**src/rtl/wwdt_pkg.sv**
```systemverilog
package wwdt_pkg;

  typedef struct packed {
    logic [2:0] tcode;
    logic [1:0] wsel;
    logic       irq_en;
  } wdt_cfg_t;

  // log2 of the interval length for a given code
  function automatic int unsigned span_log2(int unsigned base, logic [2:0] code);
    return base + int'(code);
  endfunction

  // last legal count value, T-1
  function automatic int unsigned last_count(int unsigned base, logic [2:0] code);
    return (32'd1 << span_log2(base, code)) - 32'd1;
  endfunction

  // first count at which a refresh is accepted
  function automatic int unsigned open_point(int unsigned base, logic [2:0] code,
                                             logic [1:0] wsel);
    int unsigned l;
    l = span_log2(base, code);
    case (wsel)
      2'b00:   return 32'd1 << (l - 1);
      2'b01:   return 32'd1 << (l - 2);
      default: return 32'd0;
    endcase
  endfunction

  // early-warning point, three quarters of the interval
  function automatic int unsigned warn_point(int unsigned base, logic [2:0] code);
    return 32'd3 << (span_log2(base, code) - 2);
  endfunction

endpackage

```
**src/rtl/wwdt_cfg_latch.sv**
```systemverilog
module wwdt_cfg_latch
  import wwdt_pkg::*;
(
  input  logic     clk,
  input  logic     rst_n,
  input  wdt_cfg_t cfg_in,
  input  logic     run_req,
  output wdt_cfg_t cfg_q,
  output logic     running
);

  always_ff @(posedge clk or negedge rst_n) begin
    if (!rst_n) begin
      cfg_q   <= '0;
      running <= 1'b0;
    end else if (!running && run_req) begin
      cfg_q   <= cfg_in;
      running <= 1'b1;
    end
  end

  assert_cfg_frozen_R8: assert property (@(posedge clk) disable iff (!rst_n)
    (running && $past(running)) |-> $stable(cfg_q));

  assert_run_sticky_R8: assert property (@(posedge clk) disable iff (!rst_n)
    $past(running) |-> running);

endmodule

```
**src/rtl/wwdt_counter.sv**
```systemverilog
module wwdt_counter
  import wwdt_pkg::*;
#(
  parameter int unsigned BASE_LOG2 = 4,
  parameter int unsigned CNT_W     = BASE_LOG2 + 7
) (
  input  logic             clk,
  input  logic             rst_n,
  input  logic             running,
  input  wdt_cfg_t         cfg,
  input  logic             refresh,
  output logic [CNT_W-1:0] cnt,
  output logic             win_open,
  output logic             warn_hit,
  output logic             timeout,
  output logic             bad_refresh
);

  logic [CNT_W-1:0] last_c;
  logic [CNT_W-1:0] open_c;
  logic [CNT_W-1:0] warn_c;

  always_comb begin
    last_c      = CNT_W'(last_count(BASE_LOG2, cfg.tcode));
    open_c      = CNT_W'(open_point(BASE_LOG2, cfg.tcode, cfg.wsel));
    warn_c      = CNT_W'(warn_point(BASE_LOG2, cfg.tcode));
    win_open    = (cnt >= open_c);
    warn_hit    = running && (cnt == warn_c);
    timeout     = running && !refresh && (cnt == last_c);
    bad_refresh = running && refresh && !win_open;
  end

  always_ff @(posedge clk or negedge rst_n) begin
    if (!rst_n) begin
      cnt <= '0;
    end else if (!running || refresh || timeout) begin
      cnt <= '0;
    end else begin
      cnt <= cnt + 1'b1;
    end
  end

  assert_cnt_in_range_R5: assert property (@(posedge clk) disable iff (!rst_n)
    running |-> (cnt <= last_c));

  assert_warn_in_window_R4: assert property (@(posedge clk) disable iff (!rst_n)
    warn_hit |-> win_open);

  assert_refresh_clears_R6: assert property (@(posedge clk) disable iff (!rst_n)
    (running && refresh && win_open) |=> (cnt == '0));

  assert_idle_holds_R1: assert property (@(posedge clk) disable iff (!rst_n)
    !running |-> (cnt == '0));

endmodule

```
**src/rtl/wwdt_rst_pulse.sv**
```systemverilog
module wwdt_rst_pulse #(
  parameter int unsigned RST_CYCLES = 4,
  localparam int unsigned PW        = $clog2(RST_CYCLES + 1)
) (
  input  logic clk,
  input  logic rst_n,
  input  logic trigger,
  output logic rst_req
);

  logic [PW-1:0] left;

  always_ff @(posedge clk or negedge rst_n) begin
    if (!rst_n) begin
      left    <= '0;
      rst_req <= 1'b0;
    end else if (trigger) begin
      left    <= PW'(RST_CYCLES);
      rst_req <= 1'b1;
    end else if (left != '0) begin
      left    <= left - 1'b1;
      rst_req <= (left > PW'(1));
    end
  end

  assert_pulse_loaded_R9: assert property (@(posedge clk) disable iff (!rst_n)
    trigger |=> (rst_req && left == PW'(RST_CYCLES)));

  assert_pulse_bounded_R9: assert property (@(posedge clk) disable iff (!rst_n)
    left <= PW'(RST_CYCLES));

endmodule

```
**src/rtl/winwdt_top.sv**
```systemverilog
module winwdt_top
  import wwdt_pkg::*;
#(
  parameter int unsigned BASE_LOG2  = 4,
  parameter int unsigned RST_CYCLES = 4,
  localparam int unsigned CNT_W     = BASE_LOG2 + 7
) (
  input  logic       clk,
  input  logic       rst_n,
  input  logic [2:0] cfg_tcode,
  input  logic [1:0] cfg_wsel,
  input  logic       cfg_irq_en,
  input  logic       cfg_run,
  input  logic       refresh,
  output logic       early_irq,
  output logic       rst_req
);

  wdt_cfg_t         cfg_in;
  wdt_cfg_t         cfg_q;
  logic             running;
  logic [CNT_W-1:0] cnt;
  logic             win_open;
  logic             warn_hit;
  logic             timeout;
  logic             bad_refresh;
  logic             fault;

  assign cfg_in = '{tcode: cfg_tcode, wsel: cfg_wsel, irq_en: cfg_irq_en};

  wwdt_cfg_latch u_cfg (
    .clk     (clk),
    .rst_n   (rst_n),
    .cfg_in  (cfg_in),
    .run_req (cfg_run),
    .cfg_q   (cfg_q),
    .running (running)
  );

  wwdt_counter #(.BASE_LOG2(BASE_LOG2), .CNT_W(CNT_W)) u_cnt (
    .clk         (clk),
    .rst_n       (rst_n),
    .running     (running),
    .cfg         (cfg_q),
    .refresh     (refresh),
    .cnt         (cnt),
    .win_open    (win_open),
    .warn_hit    (warn_hit),
    .timeout     (timeout),
    .bad_refresh (bad_refresh)
  );

  assign fault     = timeout || bad_refresh;
  assign early_irq = warn_hit && cfg_q.irq_en;

  wwdt_rst_pulse #(.RST_CYCLES(RST_CYCLES)) u_pulse (
    .clk     (clk),
    .rst_n   (rst_n),
    .trigger (fault),
    .rst_req (rst_req)
  );

  assert_early_refresh_resets_R3: assert property (@(posedge clk) disable iff (!rst_n)
    bad_refresh |=> rst_req);

  assert_timeout_resets_R2: assert property (@(posedge clk) disable iff (!rst_n)
    timeout |=> rst_req);

  assert_irq_single_cycle_R7: assert property (@(posedge clk) disable iff (!rst_n)
    early_irq |=> !early_irq);

  assert_irq_masked_R7: assert property (@(posedge clk) disable iff (!rst_n)
    !cfg_q.irq_en |-> !early_irq);

  assert_idle_quiet_R1: assert property (@(posedge clk) disable iff (!rst_n)
    (!running && !$past(running)) |-> !rst_req);

endmodule

```
**config.mk**
```make
export PLATFORM = sky130hd
export DESIGN_NAME = winwdt_top
export DESIGN_NICKNAME = d
export VERILOG_FILES = /design/src/rtl/wwdt_pkg.sv /design/src/rtl/wwdt_cfg_latch.sv /design/src/rtl/wwdt_counter.sv /design/src/rtl/wwdt_rst_pulse.sv /design/src/rtl/winwdt_top.sv
export SDC_FILE = /design/constraint.sdc
export NUM_CORES = 1
export LEC_CHECK = 0
export CAP_MARGIN = 15
export CORE_MARGIN = 2
export CORE_UTILIZATION = 50
export DETAILED_ROUTE_END_ITERATION = 6
export GPL_TIMING_DRIVEN = 0
export HOLD_SLACK_MARGIN = 0.15
export PLACE_DENSITY_LB_ADDON = 0.05
export SLEW_MARGIN = 20
export SYNTH_ARGS = -nofsm -noshare
export SYNTH_HDL_FRONTEND = slang
export SYNTH_SLANG_ARGS = --single-unit
```
**constraint.sdc**
```tcl
create_clock -name clk -period 8.9 [get_ports clk]
set_clock_uncertainty 0.2 [all_clocks]
set_input_delay 1.78 -clock clk [delete_from_list [all_inputs] [get_ports clk]]
set_output_delay 1.78 -clock clk [all_outputs]
set_load 0.03 [all_outputs]
```
==> flow_metrics.env, run 1 <==
export IMPL_areaGrowthSynthToFinish_pct=10.99
export IMPL_async_flop_share_pct=100.0
export IMPL_hp_start="u_pulse.rst_req"
export IMPL_die_area_sq_mm=0.004579
export IMPL_rr_worst_depth=14
export IMPL_fmax_mhz=177.6
export IMPL_whs_endpoint="u_pulse.rst_req"
export IMPL_critPathMaxFanout=9
export IMPL_hold_path_class="reg -> reg"
export IMPL_critical_path_max_stage_delay_ps=670
export IMPL_setup_viol=0
export IMPL_synth_nets=274
export IMPL_cts_resized_gates=0
export IMPL_multi_input_area_sq_mm=0.001381
export IMPL_cts_setup_buffers=0
export IMPL_wirelength_microns=4320
export IMPL_synthFlopType="dfrtp_1"
export IMPL_dp_hpwl_microns=3318
export IMPL_final_util_pct=57.06
export IMPL_worst_ir_drop_vdd_uv=80.85
export IMPL_holdPathStages=2
export IMPL_synthCells=236
export IMPL_period_share_pct=63.25
export IMPL_seq_area_frac_synth_pct=27.16
export IMPL_maxSlewViolCount=0
export IMPL_start_util_pct=51.41
export IMPL_synth_top_cell_area_share_pct=27.16
export IMPL_period_needed_ps=5629
export IMPL_gp_congestion=0.8646
export IMPL_floorplan_rows=23
export IMPL_reg2reg_slack_ps=4640
export IMPL_drive_gt1_share_pct=6.375
export IMPL_ff_latch_area_sq_um=550.5
export IMPL_setup_tns_ps=0
export IMPL_r2r_start="u_cfg.cfg_q[4]"
export IMPL_end_kind="output pin"
export IMPL_cp_start_kind="flip-flop"
export IMPL_fp_coreArea_sq_mm=0.003943
export IMPL_setup_worst_path_class="reg -> out"
export IMPL_clk_pin_slew_ps=80
export IMPL_status="completed"
export IMPL_viasPerCell=5.425
export IMPL_io_buffers=11
export IMPL_grt_usage_pct=21.76
export IMPL_dr_pass1_iters=4
export IMPL_cp_slowest_cell="clkdlybuf4s50_1"
export IMPL_routed_via_count=1633
export IMPL_p_leak_nw=0.9715
export IMPL_grt_overflow=0
export IMPL_cts_sinks=22
export IMPL_holdBufCountCts=0
export IMPL_fin_nets=290
export IMPL_p_per_area_mw_per_mm2=159.8
export IMPL_tightest_slew_ps=711.9
export IMPL_ant_nets=0
export IMPL_root_buffer="clkbuf_8"
export IMPL_rsz0062_at_grt="false"
export IMPL_slew_headroom_pct=52.46
export IMPL_diodes=0
export IMPL_drv_cap=0
export IMPL_r2r_end="u_pulse.left[0]"
export IMPL_clock_path_buffers=2
export IMPL_ys_top_cells_by_area="dfrtp_1 27%, ha_1 17%, xor2_1 5.6%"
export IMPL_clk_latency_ps=270
export IMPL_synth_area_sq_mm=0.002027
export IMPL_ys_ff_latch=22
export IMPL_synth_cell_type_count=45
export IMPL_grt_pass1_vias=1602
export IMPL_avgSynthCellArea_sq_um=8.589
export IMPL_required_ps=6920
export IMPL_cp_common_cell="clkbuf_1"
export IMPL_wire_per_inst_microns=14.35
export IMPL_drc=0
export IMPL_synth_area_leader_cell="dfrtp_1"
export IMPL_fillers=368
export IMPL_synth_edf_count=0
export IMPL_io_pins=12
export IMPL_yosysWarnings=0
export IMPL_ctsHtreeMaxLevel=1
export IMPL_dr_first_iter_drc_count=67
export IMPL_hold_viol_final=0
export IMPL_die_y_microns=67.67
export IMPL_grt_pass1_wl_microns=7500
export IMPL_cts_inserted_buffers=3
export IMPL_cts_tree="yes"
export IMPL_grt_max_degree=23
export IMPL_crit_arrival_ps=3650
export IMPL_die_w_microns=67.67
export IMPL_worstPathCellList="clkbuf_1 > inv_1 > ha_1 > clkbuf_1 > or2_2 > a211o_1 > a211oi_1 > o2111a_1 > clkdlybuf4s50_1"
export IMPL_antenna_found_initial=0
## registers in the layout, indices dropped and copies added (netlist names)
register,cells
u_cnt.cnt,11
u_cfg.cfg_q,6
u_pulse.left,3
u_cfg.running,1
u_pulse.rst_req,1
## critical path, delay by kind of cell, from the launching register on
| kind | cells | cell delay, ps |
|---|---|---|
| buffers and inverters | 4 | 1470 |
| AOI/OAI and AO/OA | 3 | 730 |
| DFF | 1 | 490 |
| and+or+nand+nor | 1 | 350 |
| adders and majority gates | 1 | 330 |
## layout make-up
class | count | share of cell area, %
buffer | 10 | 2.725
inverter | 9 | 1.502
timing repair buffer | 11 | 4.672
clock buffer | 4 | 2.447
sequential | 22 | 24.47
multi-input combinational | 195 | 61.40
tap | 50 | 2.781
## synth_stat cells (all sizes together) (6+ instances only)
cell type and instances:
ha 28, nand2 28, nor2 23, dfrtp 22
xor2 13, xnor2 11, a21oi 9, inv 9
nand3 9, o21ai 9, clkbuf 8, nor2b 7
nand2b 6
## placed cells by master, fill, tap and decap left out, types with 2 or more instances in the layout
cell              n
a2111oi_0         2
a211o_1           2
a21oi_1           9
and2_1            2
and3_1            4
and4_1            2
clkbuf_1          8
clkbuf_8          4
clkdlybuf4s50_1  10
dfrtp_1          22
ha_1             28
inv_1             9
mux2_2            4
nand2_1          28
nand2b_1          6
nand3_1           9
nand3b_1          2
nand4_1           3
nor2_1           23
nor2b_1           7
nor3_1            4
nor4_1            3
o211ai_1          2
o21ai_0           9
o31ai_1           2
or2_2             2
or3_1             2
xnor2_1          11
xor2_1           13
## logic make-up after synthesis
| group | count (synthesis) | synth area share [%] |
|---|---|---|
| buffers and inverters | 19 | 4.691 |
| AOI/OAI and AO/OA | 35 | 11.98 |
| DFF | 22 | 27.16 |
| xor gates and xnor gates | 24 | 10.37 |
| muxes | 5 | 2.716 |
| adders and majority gates | 28 | 17.28 |
| and+or+nand+nor | 103 | 25.80 |
## where the power goes
| part | switching [W] | internal [W] | leakage (nW) |
|---|---|---|---|
| clock | 0.0000337 | 0.0000395 | 0.0288 |
| sequential | 0.0000135 | 0.000113 | 0.278 |
| combinational | 0.0000869 | 0.0000727 | 0.665 |
## worst max path at each step
stage | from | endpoint | slack [ps] | cells after the start
finish | u_cfg.cfg_q[4] | early_irq | 3270 | 9
global route | u_cfg.cfg_q[4] | early_irq | 2960 | 9
CTS | u_cfg.cfg_q[4] | early_irq | 3250 | 9
detailed placement | u_cfg.cfg_q[4] | early_irq | 3560 | 9
global placement | u_cfg.cfg_q[4] | early_irq | 3550 | 9
floorplan | u_cfg.cfg_q[4] | early_irq | 4410 | 8
## through the flow
| stage | hold WS (ps) | cell area, sq um | worst slack (ps) | std cells | power [W] |
|---|---|---|---|---|---|
| after floorplan | 281.6 | 2027 | 4407 | 236 | 0.0002512 |
| after global placement | 318.2 | 2200 | 3548 | 297 | 0.0002875 |
| after detailed placement | 315.7 | 2200 | 3563 | 297 | 0.0002892 |
| after CTS | 335.3 | 2255 | 3255 | 301 | 0.0003635 |
| after global routing | 358.0 | 2250 | 2956 | 301 | 0.0003931 |
| final | 327.2 | 2250 | 3271 | 301 | 0.0003595 |
## metal layers
layer  track usage, %  vias up  share of wire (%)
met5                0        -                  0
met3            2.500        5                2.3
met1            29.52      756                 52
met4            7.398        0                1.1
li1                 -      848                  -
met2            35.54       24                 45
Note: power is estimated with default switching activity, not from simulation.
==> run 2, diff against run 1 <==
==> constraint.sdc (replaced) <==
create_clock -name clk -period 5.4 [get_ports clk]
set_clock_uncertainty 0.2 [all_clocks]
set_input_delay 1.08 -clock clk [delete_from_list [all_inputs] [get_ports clk]]
set_output_delay 1.08 -clock clk [all_outputs]
set_load 0.03 [all_outputs]
==> results of run 2 <==
Same layout as run 1 (identical final DEF). Status: completed.
Among the figures that moved: setup slack after placement 3563 ps -> 763.4 ps; setup slack after layout 3271 ps -> 470.6 ps; register-to-register setup slack 4640 ps -> 1140 ps; total power 0.0003595 W -> 0.0005926 W; worst IR drop on VDD 80.85 uV -> 133.3 uV
==> run 3, diff against run 2 <==
==> constraint.sdc (replaced) <==
create_clock -name clk -period 4.6 [get_ports clk]
set_clock_uncertainty 0.2 [all_clocks]
set_input_delay 0.92 -clock clk [delete_from_list [all_inputs] [get_ports clk]]
set_output_delay 0.92 -clock clk [all_outputs]
set_load 0.03 [all_outputs]
==> flow_metrics.env, run 3 (same netlist as run 1, synthesis figures left out) <==
export IMPL_status="completed"
export IMPL_grt_pass1_wl_microns=7500
export IMPL_largest_registers="u_cnt.cnt (11), u_cfg.cfg_q (6), u_pulse.left (3)"
export IMPL_dp_hpwl_microns=3318
export IMPL_dr_pass1_iters=4
export IMPL_period_share_pct=93.89
export IMPL_ant_nets=0
export IMPL_drc=0
export IMPL_grt_max_degree=23
export IMPL_viasPerCell=5.372
export IMPL_routed_via_count=1617
export IMPL_worstPathCellList="clkbuf_2 > inv_1 > ha_1 > clkbuf_1 > or2_2 > a211o_1 > a211oi_1 > o2111a_1 > dlygate4sd2_1"
export IMPL_grt_overflow=0
export IMPL_io_buffers=11
export IMPL_worst_ir_drop_vdd_uv=156.4
export IMPL_largest_register="u_cnt.cnt"
export IMPL_final_util_pct=57.09
export IMPL_layout_common_cells="28 x nand2_1, 28 x ha_1, 23 x nor2_1"
export IMPL_grt_usage_pct=21.76
export IMPL_io_pins=12
export IMPL_ctsHtreeMaxLevel=1
export IMPL_antenna_found_initial=0
export IMPL_place_inst=297
export IMPL_tightest_slew_ps=712.1
export IMPL_p_leak_nw=0.9794
export IMPL_critical_path_max_stage_delay_ps=490
export IMPL_period_needed_ps=4319
export IMPL_end_kind="output pin"
export IMPL_rsz0062_at_grt="false"
export IMPL_setup_viol=0
export IMPL_cp_start_kind="flip-flop"
export IMPL_die_area_sq_mm=0.004579
export IMPL_grt_pass1_vias=1602
export IMPL_start_util_pct=51.41
export IMPL_cts_setup_buffers=0
export IMPL_die_w_microns=67.67
export IMPL_diodes=0
export IMPL_gp_congestion=0.8646
export IMPL_cp_slowest_cell="dfrtp_1"
export IMPL_cts_inserted_buffers=3
export IMPL_instances_no_fill=301
export IMPL_hold_path_class="reg -> reg"
export IMPL_largest_register_ff_count=11
export IMPL_fp_coreArea_sq_mm=0.003943
export IMPL_areaGrowthSynthToFinish_pct=11.05
export IMPL_hold_viol_final=0
export IMPL_maxSlewViolCount=0
export IMPL_drv_cap=0
export IMPL_clock_path_buffers=2
export IMPL_clk_latency_ps=270
export IMPL_p_per_area_mw_per_mm2=309.3
export IMPL_floorplan_rows=23
export IMPL_drive_gt1_share_pct=6.773
export IMPL_fmax_mhz=231.5
export IMPL_fin_nets=290
export IMPL_placed_cell_area_sq_mm=0.002200
export IMPL_cts_sinks=22
export IMPL_wirelength_microns=4308
export IMPL_cts_tree="yes"
export IMPL_crit_arrival_ps=3200
export IMPL_root_buffer="clkbuf_8"
export IMPL_slew_headroom_pct=52.45
export IMPL_dr_first_iter_drc_count=64
export IMPL_critPathMaxFanout=9
export IMPL_die_y_microns=67.67
export IMPL_clk_pin_slew_ps=80
export IMPL_required_ps=3480
export IMPL_stdcell_area_sq_mm=0.002251
export IMPL_wire_per_inst_microns=14.31
export IMPL_setup_worst_path_class="reg -> out"
export IMPL_setup_tns_ps=0
==> run 3: changes by cell type in the layout (fill, tap and decap cells not counted), sizes merged <==
cell           before  now
dlygate4sd2         0    1
clkdlybuf4s50      10    9
==> run 3: repair_timing <==
action	CTS	global route
hold endpoints to repair	0	0
resized for setup	2	1
setup endpoints to repair	1	1
hold buffers	0	0
==> run 3: layout make-up <==
class	instances	area, sq um
Buffer	10	62.56
Clock buffer	4	55.05
Fill cell	369	1692
Inverter	9	33.78
Multi-Input combinational cell	195	1383
Sequential cell	22	550.5
Tap cell	50	62.56
Timing Repair Buffer	11	103.9
==> run 3: through the flow <==
step,setup WS (ps),hold WS (ps),power [W]
after global routing,8.942,358.0,0.0007612
final,281.1,327.3,0.0006961
after CTS,264.4,335.3,0.0007032
after detailed placement,123.4,315.7,0.0005596
after global placement,108.5,318.2,0.0005562
after floorplan,962.6,281.6,0.0004860
==> run 3: path summary, 6_finish.rpt <==
path	start	to	slack (ps)	depth (start not counted)
setup reg to reg	u_cfg.cfg_q[4]	u_pulse.left[0]	500	14
setup / recovery	u_cfg.cfg_q[4]	early_irq	280	9
hold reg to reg	u_pulse.rst_req	u_pulse.rst_req	330	2
hold / removal	u_pulse.rst_req	u_pulse.rst_req	330	2
min in group asynchronous	rst_n	u_cnt.cnt[8]	410	1
max in group asynchronous	rst_n	u_cfg.cfg_q[1]	3450	1
==> run 3: critical path, delay by kind of cell (launching register included) <==
kind	cells	cell delay, ps
buffers and inverters	4	1050
AOI/OAI and AO/OA	3	720
DFF	1	490
and+or+nand+nor	1	350
adders and majority gates	1	320
==> run 3: power by group <==
group          leakage [nW]  switching [W]  total (W)  internal (W)
sequential            0.278      0.0000260   0.000245      0.000219
clock                0.0288      0.0000653   0.000142     0.0000764
combinational         0.673       0.000168   0.000309      0.000141
total                 0.979       0.000259   0.000696      0.000437
==> run 3: layer usage <==
| layer | up-vias | wire length [microns] | track usage (%) |
|---|---|---|---|
| met5 | - | 0 | 0 |
| met4 | 0 | 47 | 7.398 |
| met3 | 5 | 92 | 2.500 |
| met2 | 21 | 1921 | 35.54 |
| met1 | 743 | 2248 | 29.52 |
| li1 | 848 | - | - |
